File: src/rtl/cts_pkg.sv
package cts_pkg;

   // Quarter-cycle cosine magnitude. The table is sampled at half-step
   // centres u = 2*idx+1 over a quarter of 2*depth half-steps, using a
   // rational approximation that needs integer arithmetic only.
   function automatic int quarter_cos(input int idx, input int depth, input int amp);
      longint u;
      longint full;
      longint num;
      longint den;
      u    = 2 * longint'(idx) + 1;
      full = 16 * longint'(depth) * longint'(depth);
      num  = full - 4 * u * u;
      den  = full + u * u;
      return int'((longint'(amp) * num) / den);
   endfunction

   // Signed value over a full cycle of 4*depth points, built from the quarter.
   function automatic int full_cos(input int k, input int depth, input int amp);
      int q;
      int i;
      q = (k / depth) % 4;
      i = k % depth;
      case (q)
         0:       return  quarter_cos(i, depth, amp);
         1:       return -quarter_cos(depth - 1 - i, depth, amp);
         2:       return -quarter_cos(i, depth, amp);
         default: return  quarter_cos(depth - 1 - i, depth, amp);
      endcase
   endfunction

endpackage

File: src/rtl/cts_phase_acc.sv
module cts_phase_acc #(
   parameter int PH_W = 16
) (
   input  logic            clk,
   input  logic            rst_n,
   input  logic            run,
   input  logic [PH_W-1:0] step,
   output logic [PH_W-1:0] phase
);

   always_ff @(posedge clk) begin
      if (!rst_n || !run) begin
         phase <= '0;
      end else begin
         phase <= phase + step;
      end
   end

endmodule

File: src/rtl/cts_wave_rom.sv
module cts_wave_rom #(
   parameter int ABITS = 6,
   parameter int AMP_W = 7
) (
   input  logic [ABITS-1:0] idx,
   output logic [AMP_W-1:0] mag
);
   import cts_pkg::*;

   localparam int DEPTH = 1 << ABITS;
   localparam int AMP   = (1 << AMP_W) - 1;

   logic [AMP_W-1:0] tbl [DEPTH];

   for (genvar g = 0; g < DEPTH; g++) begin : g_entry
      assign tbl[g] = AMP_W'(quarter_cos(g, DEPTH, AMP));
   end

   assign mag = tbl[idx];

endmodule

File: src/rtl/cts_quadrant.sv
module cts_quadrant #(
   parameter int PH_W      = 16,
   parameter int ABITS     = 6,
   parameter int OUT_W     = 8,
   parameter bit QUARTER   = 1'b1
) (
   input  logic                    clk,
   input  logic                    rst_n,
   input  logic                    run,
   input  logic [PH_W-1:0]         phase,
   input  logic [1:0]              psel,
   output logic signed [OUT_W-1:0] wave,
   output logic                    live
);
   import cts_pkg::*;

   localparam int AMP_W = OUT_W - 1;
   localparam int DEPTH = 1 << ABITS;
   localparam int AMP   = (1 << AMP_W) - 1;

   logic [1:0]              quad;
   logic [ABITS-1:0]        raw_idx;
   logic signed [OUT_W-1:0] wave_d;

   assign quad    = phase[PH_W-1 -: 2] + psel;
   assign raw_idx = phase[PH_W-3 -: ABITS];

   if (QUARTER) begin : g_quarter
      logic [ABITS-1:0] rom_idx;
      logic [AMP_W-1:0] mag;
      logic             neg;

      assign rom_idx = quad[0] ? ~raw_idx : raw_idx;
      assign neg     = quad[0] ^ quad[1];

      cts_wave_rom #(.ABITS(ABITS), .AMP_W(AMP_W)) rom_i (
         .idx (rom_idx),
         .mag (mag)
      );

      always_comb begin
         if (neg) wave_d = -$signed({1'b0, mag});
         else     wave_d =  $signed({1'b0, mag});
      end
   end else begin : g_full
      logic signed [OUT_W-1:0] tbl [4*DEPTH];
      for (genvar g = 0; g < 4*DEPTH; g++) begin : g_entry
         assign tbl[g] = OUT_W'(full_cos(g, DEPTH, AMP));
      end
      assign wave_d = tbl[{quad, raw_idx}];
   end

   always_ff @(posedge clk) begin
      if (!rst_n) begin
         wave <= '0;
         live <= 1'b0;
      end else begin
         wave <= run ? wave_d : '0;
         live <= run;
      end
   end

endmodule

File: src/rtl/cts_scale_sat.sv
module cts_scale_sat #(
   parameter int OUT_W = 8
) (
   input  logic                    clk,
   input  logic                    rst_n,
   input  logic                    live,
   input  logic signed [OUT_W-1:0] wave,
   input  logic [1:0]              atten,
   input  logic signed [OUT_W-1:0] offset,
   output logic [OUT_W-1:0]        sample,
   output logic                    valid
);

   localparam int SUM_W = OUT_W + 3;
   localparam logic signed [SUM_W-1:0] MID_S = SUM_W'(1 << (OUT_W - 1));
   localparam logic signed [SUM_W-1:0] MAX_S = SUM_W'((1 << OUT_W) - 1);
   localparam logic [OUT_W-1:0]        MID_U = OUT_W'(1 << (OUT_W - 1));

   logic signed [OUT_W-1:0] scaled;
   logic signed [SUM_W-1:0] sum;
   logic [OUT_W-1:0]        clamped;

   always_comb begin
      scaled = wave >>> atten;
      sum    = MID_S + SUM_W'(offset) + SUM_W'(scaled);
      if (sum < 0)          clamped = '0;
      else if (sum > MAX_S) clamped = '1;
      else                  clamped = sum[OUT_W-1:0];
   end

   always_ff @(posedge clk) begin
      if (!rst_n) begin
         sample <= MID_U;
         valid  <= 1'b0;
      end else begin
         sample <= clamped;
         valid  <= live;
      end
   end

endmodule

File: src/rtl/cos_tone_synth.sv
module cos_tone_synth #(
   parameter int PH_W      = 16,
   parameter int OUT_W     = 8,
   parameter int LUT_ABITS = 6,
   parameter bit QUARTER   = 1'b1
) (
   input  logic                    clk,
   input  logic                    rst_n,
   input  logic                    run,
   input  logic [PH_W-1:0]         step_word,
   input  logic [1:0]              phase_sel,
   input  logic [1:0]              atten,
   input  logic signed [OUT_W-1:0] offset,
   output logic [OUT_W-1:0]        sample,
   output logic                    sample_valid
);

   if (PH_W < LUT_ABITS + 2) begin : g_bad_phase_width
      $error("phase width must cover quadrant and table index bits");
   end
   if (OUT_W < 4) begin : g_bad_out_width
      $error("output width too small for the attenuation range");
   end
   if (LUT_ABITS < 2) begin : g_bad_table
      $error("table needs at least four entries");
   end

   logic [PH_W-1:0]         phase_q;
   logic signed [OUT_W-1:0] wave_q;
   logic                    live_q;

   cts_phase_acc #(.PH_W(PH_W)) acc_i (
      .clk   (clk),
      .rst_n (rst_n),
      .run   (run),
      .step  (step_word),
      .phase (phase_q)
   );

   cts_quadrant #(
      .PH_W    (PH_W),
      .ABITS   (LUT_ABITS),
      .OUT_W   (OUT_W),
      .QUARTER (QUARTER)
   ) quad_i (
      .clk   (clk),
      .rst_n (rst_n),
      .run   (run),
      .phase (phase_q),
      .psel  (phase_sel),
      .wave  (wave_q),
      .live  (live_q)
   );

   cts_scale_sat #(.OUT_W(OUT_W)) scale_i (
      .clk    (clk),
      .rst_n  (rst_n),
      .live   (live_q),
      .wave   (wave_q),
      .atten  (atten),
      .offset (offset),
      .sample (sample),
      .valid  (sample_valid)
   );

endmodule

File: config.mk
export PLATFORM = sky130hd
export DESIGN_NAME = cos_tone_synth
export DESIGN_NICKNAME = d
export VERILOG_FILES = /design/src/rtl/cts_pkg.sv /design/src/rtl/cts_phase_acc.sv /design/src/rtl/cts_wave_rom.sv /design/src/rtl/cts_quadrant.sv /design/src/rtl/cts_scale_sat.sv /design/src/rtl/cos_tone_synth.sv
export SDC_FILE = /design/constraint.sdc
export NUM_CORES = 1
export LEC_CHECK = 0
export BUFFER_PORTS_ARGS = -buffer_cell sky130_fd_sc_hd__buf_2
export CORE_MARGIN = 2
export CORE_UTILIZATION = 40
export CTS_CLUSTER_DIAMETER = 50
export CTS_CLUSTER_SIZE = 14
export DETAILED_ROUTE_END_ITERATION = 7
export GPL_TIMING_DRIVEN = 0
export PLACE_DENSITY = 0.55
export SYNTH_ARGS = -nofsm -noshare
export SYNTH_HDL_FRONTEND = slang
export SYNTH_SLANG_ARGS = --single-unit
File: constraint.sdc
create_clock -name clk -period 8.8 [get_ports clk]
set_input_delay 1.76 -clock clk [delete_from_list [all_inputs] [get_ports clk]]
set_output_delay 1.76 -clock clk [all_outputs]
set_load 0.005 [all_outputs]
# Yosys cells after proc, flatten, opt, wreduce, memory -nomap -nowiden
# Memory sizes are Yosys's and may differ from the RTL's.
# Index checks and enable logic that the tools add are counted.
[totals] ff_bits=34 mem_count=1 romBits=448 out_inout_bits=9
[mem_list] memory="(name not given)" depth=64 word_bits=7 rd=1 rd_clocked_by_memory_dff=0 wr=0 line="cts_wave_rom.sv:19" rtl="assign mag = tbl[idx];"
[classes] reduce_logical=6 muxes=6 add_sub_neg=5 magnitude_cmp=3 n_shift=1 bitwise=4
[op_table] operator="2-to-1 mux 7 bit" n=3
[op_table] operator="adder 16 bit" n=1
[op_table] operator="2-to-1 mux 8 bit" n=2
[op_table] operator="adder 10 x 8 -> 11 bit" n=1
[op_table] operator="greater-than comparator 11 x 9 -> 1 bit (second input constant)" n=1
[op_table] operator="less-than comparator 11 x 1 -> 1 bit (second input constant)" n=1
[op_table] operator="adder 9 x 8 -> 10 bit (first input constant)" n=1
[op_table] operator="negation 7 -> 8 bit" n=1
[op_table] operator=">>> shifter 8 x 2 -> 8 bit" n=1
[op_table] operator="greater-or-equal comparator 7 bit (second input constant)" n=1
[op_table] operator="inverter 6 -> 7 bit" n=1
[op_table] operator="2-to-1 mux 6 bit" n=1
[op_table] operator="inverter 6 bit" n=1
[op_table] operator="AND reduction 3 bit" n=1
[op_table] operator="adder 2 bit" n=1
[op_table] operator="logical NOT 1 bit" n=2
[op_table] operator="AND reduction 2 bit" n=1
[op_table] operator="OR reduction 2 bit" n=1
[op_table] operator="logical OR 1 bit" n=1
[op_table] operator="inverter 1 bit" n=1
[op_table] operator="bitwise XOR 1 bit" n=1

# Depth between registers and ports, before layout
[logic_depth] word_depth=8 mapped_depth=19 mapped_depth_nobuf=14

# Hierarchy
# A second synthesis with hierarchy kept.
[hier_totals] cells_unflattened=383 area_unflattened_um2=3216.8
[by_module_without_submodules] mod="cts_phase_acc" cells_per_inst=141 instances=1 area_each_um2=1166.1
[by_module_without_submodules] mod="cts_scale_sat" cells_per_inst=100 instances=1 area_each_um2=927.1
[by_module_without_submodules] mod="cts_wave_rom" cells_per_inst=91 instances=1 area_each_um2=644.4
[by_module_without_submodules] mod="cts_quadrant" cells_per_inst=51 instances=1 area_each_um2=479.2

# Worst setup path after synthesis
# No wires, ideal clock.
[synth_timing] path_type="input port to flip-flop" start="input port phase_sel[0]" end="register quad_i.wave[4]" path_slack_ns=3.481 arrival_ns=5.192 path_stages=19 setup_ns=0.128 cell_sequence="ha_1 -> buf_6 -> buf_6 -> buf_6 -> buf_2 -> xor2_1 -> ha_1 -> clkbuf_1 -> mux2_2 -> or3_1 -> o211ai_2 -> a21oi_2 -> a211o_1 -> inv_1 -> ha_1 -> inv_1 -> o31ai_1 -> xor2_1 -> nor2_1"
[synth_between] elab_chain_len=8 elab_cells_between_ends=9 cone_classes="add/sub (2); mux (4); bitwise (2); memory (1)"
[synth_rtl] element="from (decl)" line="cos_tone_synth.sv:11" rtl="input logic [1:0] phase_sel,"
[synth_rtl] element="adder 2 bit *" line="cts_quadrant.sv:25" rtl="assign quad = phase[PH_W-1 -: 2] + psel;"
[synth_rtl] element="2-to-1 mux 6 bit" line="cts_quadrant.sv:33" rtl="assign rom_idx = quad[0] ? ~raw_idx : raw_idx;"
[synth_rtl] element="inverter 6 -> 7 bit (implied by the code)" line="cts_wave_rom.sv:19"
[synth_rtl] element="memory read (64 x 7 bit)"
[synth_rtl] element="2-to-1 mux 7 bit (implied by the code) (2 in series)" line="cts_wave_rom.sv:19"
[synth_rtl] element="negation 7 -> 8 bit" line="cts_quadrant.sv:42" rtl="if (neg) wave_d = -$signed({1'b0, mag});"
[synth_rtl] element="2-to-1 mux 7 bit *" line="cts_quadrant.sv:42"
[synth_rtl] element="to (signal assigned)" line="cts_quadrant.sv:58" rtl="wave <= run ? wave_d : '0;"
[synth_rtl] element="to (decl)" line="cts_quadrant.sv:12" rtl="output logic signed [OUT_W-1:0] wave,"
# Every way passes the cells marked *; elsewhere a longest branch is shown, timed or not. The select of a mux whose other input is x is not followed.
# A chain may end at the register's enable or synchronous reset.

# Worst setup path after layout
# Same ends and word-level chain as after synthesis.

==> impl_metrics.csv <==
group,metric,value,unit
min_path,min_delay_worst_endpoint,"scale_i.valid",
critical_path,crit_path_max_fanout,10,
route,dr.pass1.iters,7,
clocking,h-tree-depth,2,
critical_path,timing.critical_path.arrival,5920,ps
timing,hold_viol_final,0,
place,io_buffer_count,37,
yosys,synthesis.nets,542,
clocking,cts-root-to-sink-buffers,2,
yosys,ys.warnings.count,0,
critical_path,worst_r2r_endpoint,"quad_i.wave[4]",
clocking,cts_sinks,34,
cells_and_area,drive_gt1_frac,0.1650,
clocking,cts_setup_buffers,0,
die,die-height,101.4,um
place,detailedPlacementHpwl,7683,um
yosys,netlist_area,3797,um2
yosys,unique_masters_post_synth,71,
timing,fin_crit,5771,ps
timing,rsz_0062_raised_after_global_routing,"false",
place,gp_routability_congestion,0.9154,
clocking,cts.clk_slew.worst_paths,70,ps
outcome,outcome,"complete, no violations",
cells_and_area,finalNetCount,586,
route,wire_per_inst,15.58,um
place,place.detailed.instances,638,
global_route,grt_remaining_overflow,0,
clocking,numCtsBuffers,5,
pwr,irDropWorstVdd,0.06765,mV
critical_path,crit_chain,"buf_2 > ha_1 > buf_6 > buf_6 > buf_6 > buf_2 > xor2_1 > ha_1 > clkbuf_1 > mux2_2 > or3_1 > o211ai_2 > a21oi_2 > a211o_1 > inv_1 > ha_1 > inv_1 > o31ai_1 > xor2_1 > nor2_1",
route,post_drt_via_cell_ratio,5.781,
cells_and_area,antenna_diode_count,0,
clocking,ctsRootBufferMaster,"clkbuf_8",
clocking,tritoncts,"done",
timing,worst_max_slew_margin_expressed_relative_to_the_limit,0.5543,
yosys,synth_fa_ha_area_frac,0.1325,
yosys,synthSimpleGateAreaFrac,0.2158,
critical_path,rr_startpoint,"acc_i.phase[14]",
route,count_of_vias_placed_by_the_detailed_router,3723,
die,design.die.area,10290,um2
pwr,pwr_density_cell,163.5,nW/um2
critical_path,path_class,"input port to flip-flop",
timing,setup_total_negative_slack,0,ps
yosys,fraction_of_synthesized_cell_area_in_xor_and_xnor_cells,0.06458,
global_route,initial_antenna_violation_count,0,
yosys,synthArstFlopShare,0,
global_route,grt_max_degree,11,
yosys,synth_sequential_area_ratio,0.1792,
yosys,synth_enable_flop_cells,0,
global_route,first_pass_grt_wire_length,16770,um
critical_path,cp-startpoint,"phase_sel[0]",
yosys,ys_ff_latch,34,
cells_and_area,final_util,0.4574,
timing,clock_skew,6.534,ps
timing,max_clock_freq,0.1733,GHz
cells_and_area,flow.area_growth_from_synthesis,11.30,%
timing,final-setup-viol-count,0,
route,drt-initial-drc-count,317,
die,fp.coreArea,9240,um2
timing,report.final.slew_viol_count,0,
timing,worst_margin_pin_slew,668.5,ps
route,finalWirelength,10040,um
yosys,synth_compound_area_frac,0.2725,
min_path,min-delay-start,"quad_i.live",
yosys,synth_top_family_by_area,"compound AO/OA/AOI/OAI gates",
cells_and_area,final-instance-count-excl-fill,644,
clocking,cts_hold_buffers_added,0,
place,placedInstanceArea,4144,um2
min_path,min_path_type,"flip-flop to flip-flop",
die,start_util,0.4110,
job,cap_violations,0,
critical_path,worst_reg2reg_setup_slack,4280,ps
yosys,synth-main-ff-cell,"dfxtp_1",
timing,finalCritPeriodShare,0.6558,
pwr,p_leak,1.890,nW
min_path,whs_path_depth,1,
critical_path,timing.critical_path.from_type,"input port",
die,placement_rows,35,
yosys,synthesis.instances,472,
yosys,syn_avg_cell_area,8.045,um2
route,post-route-drc-count,0,
yosys,post_synth_mux_area_share,0.06293,
critical_path,crit_path_end_kind,"flip-flop",
critical_path,worst-r2r-cell-count,19,
cells_and_area,postLayoutCellArea,4227,um2
route,final_antenna_net_count,0,
global_route,grt_usage,0.2013,
critical_path,critPathRequiredTime,8950,ps
critical_path,critical_path.max_stage_delay,420,ps
clocking,cts-resized-gates,0,
global_route,grt_pass1_vias,3501,
clocking,clock_latency,280,ps
die,floorplan.io_pins,40,
die,die_x,101.4,um
cells_and_area,fillers,903,
critical_path,critical_path.slowest_cell,"ha_1",
where the power goes:
group	total [mW]	switching (mW)	internal [mW]
combinational	0.392	0.227	0.165
clock	0.112	0.0521	0.0603
sequential	0.187	0.0118	0.175
cell families after synthesis:
family | after synthesis
multiplexers | 16
buffers and inverters | 54
adder cells (fa/ha/maj) | 39
AND/OR/NAND/NOR | 147
XOR/XNOR | 28
AO/OA/AOI/OAI | 154
flip-flops | 34
worst max-delay path by stage:
stage                                end  cells after the start
after floorplan           quad_i.wave[4]                     19
after global placement    quad_i.wave[4]                     20
after detailed placement  quad_i.wave[4]                     20
after CTS                 quad_i.wave[4]                     20
after global routing      quad_i.wave[4]                     20
final                     quad_i.wave[4]                     20
critical path: cells and delay by family:
family	cells	cell delay, ps
and+or+nand+nor	2	380
muxes	1	360
xor gates and xnor gates	2	460
buffers and inverters	8	1270
adders and majority gates	3	920
AOI/OAI and AO/OA	4	760
state kept, by name, summed over array words and instances, names as in the netlist:
| name | cells |
|---|---|
| acc_i.phase | 16 |
| quad_i.wave | 8 |
| scale_i.sample | 8 |
| quad_i.live | 1 |
| scale_i.valid | 1 |
final cells by class:
cell class,instances,area (um2),share of cell area
Sequential cell,34,680.7,0.1610
Tap cell,129,161.4,0.03819
Clock buffer,6,82.58,0.01954
Buffer,26,170.2,0.04026
Inverter,28,105.1,0.02487
Multi-Input combinational cell,384,2841,0.6723
Timing Repair Buffer,37,185.2,0.04381
metal layers:
metal / part of all wire / track usage / up-vias
li1: - / - / 1820
met1: 0.48 / 0.2883 / 1736
met5: 0 / 0 / -
met3: 0.060 / 0.02761 / 12
met4: 0.011 / 0.03950 / 0
met2: 0.45 / 0.3245 / 155
through the flow:
stage                     total power [mW]  hold WS, ps  setup slack (ps)
after floorplan                     0.4828        411.8              3481
after global routing                0.7517        467.8              2778
after detailed placement            0.5734        426.9              2824
after CTS                           0.6917        445.4              3083
after global placement              0.5709        426.3              2751
final                               0.6909        440.1              3029
synth_stat cells (all sizes together) (9+ instances only):
| cell | n | share of area |
|---|---|---|
| a211oi | 9 | 0.018 |
| a21o | 10 | 0.020 |
| a21oi | 41 | 0.055 |
| buf | 18 | 0.037 |
| dfxtp | 34 | 0.18 |
| ha | 37 | 0.12 |
| inv | 27 | 0.027 |
| nand2 | 25 | 0.025 |
| nand2b | 17 | 0.030 |
| nor2 | 35 | 0.035 |
| nor2b | 15 | 0.025 |
| o21ai | 31 | 0.041 |
| xnor2 | 15 | 0.035 |
| xor2 | 13 | 0.030 |
placed cells by master, fill, tap and decap left out, types with 5 or more instances in the layout:
cell       Yosys  final
buf_2          7     44
a21oi_1       40     40
ha_1          37     37
nor2_1        34     34
dfxtp_1       34     34
o21ai_0       29     29
inv_1         27     27
nand2_1       25     25
nand2b_1      16     16
xnor2_1       15     15
nor2b_1       15     15
xor2_1        13     13
a21o_1        10     10
a211oi_1       9      9
clkbuf_1       8      8
mux2i_1        7      7
nand3_1        7      7
or3_1          7      7
nor3b_1        7      7
nor3_1         7      7
o22ai_1        7      7
buf_4          6      6
mux4_2         6      6
o21a_1         6      6
a31oi_1        6      6
clkbuf_8       0      6
o2111ai_1      5      5
(Power assumes the default switching activity.)
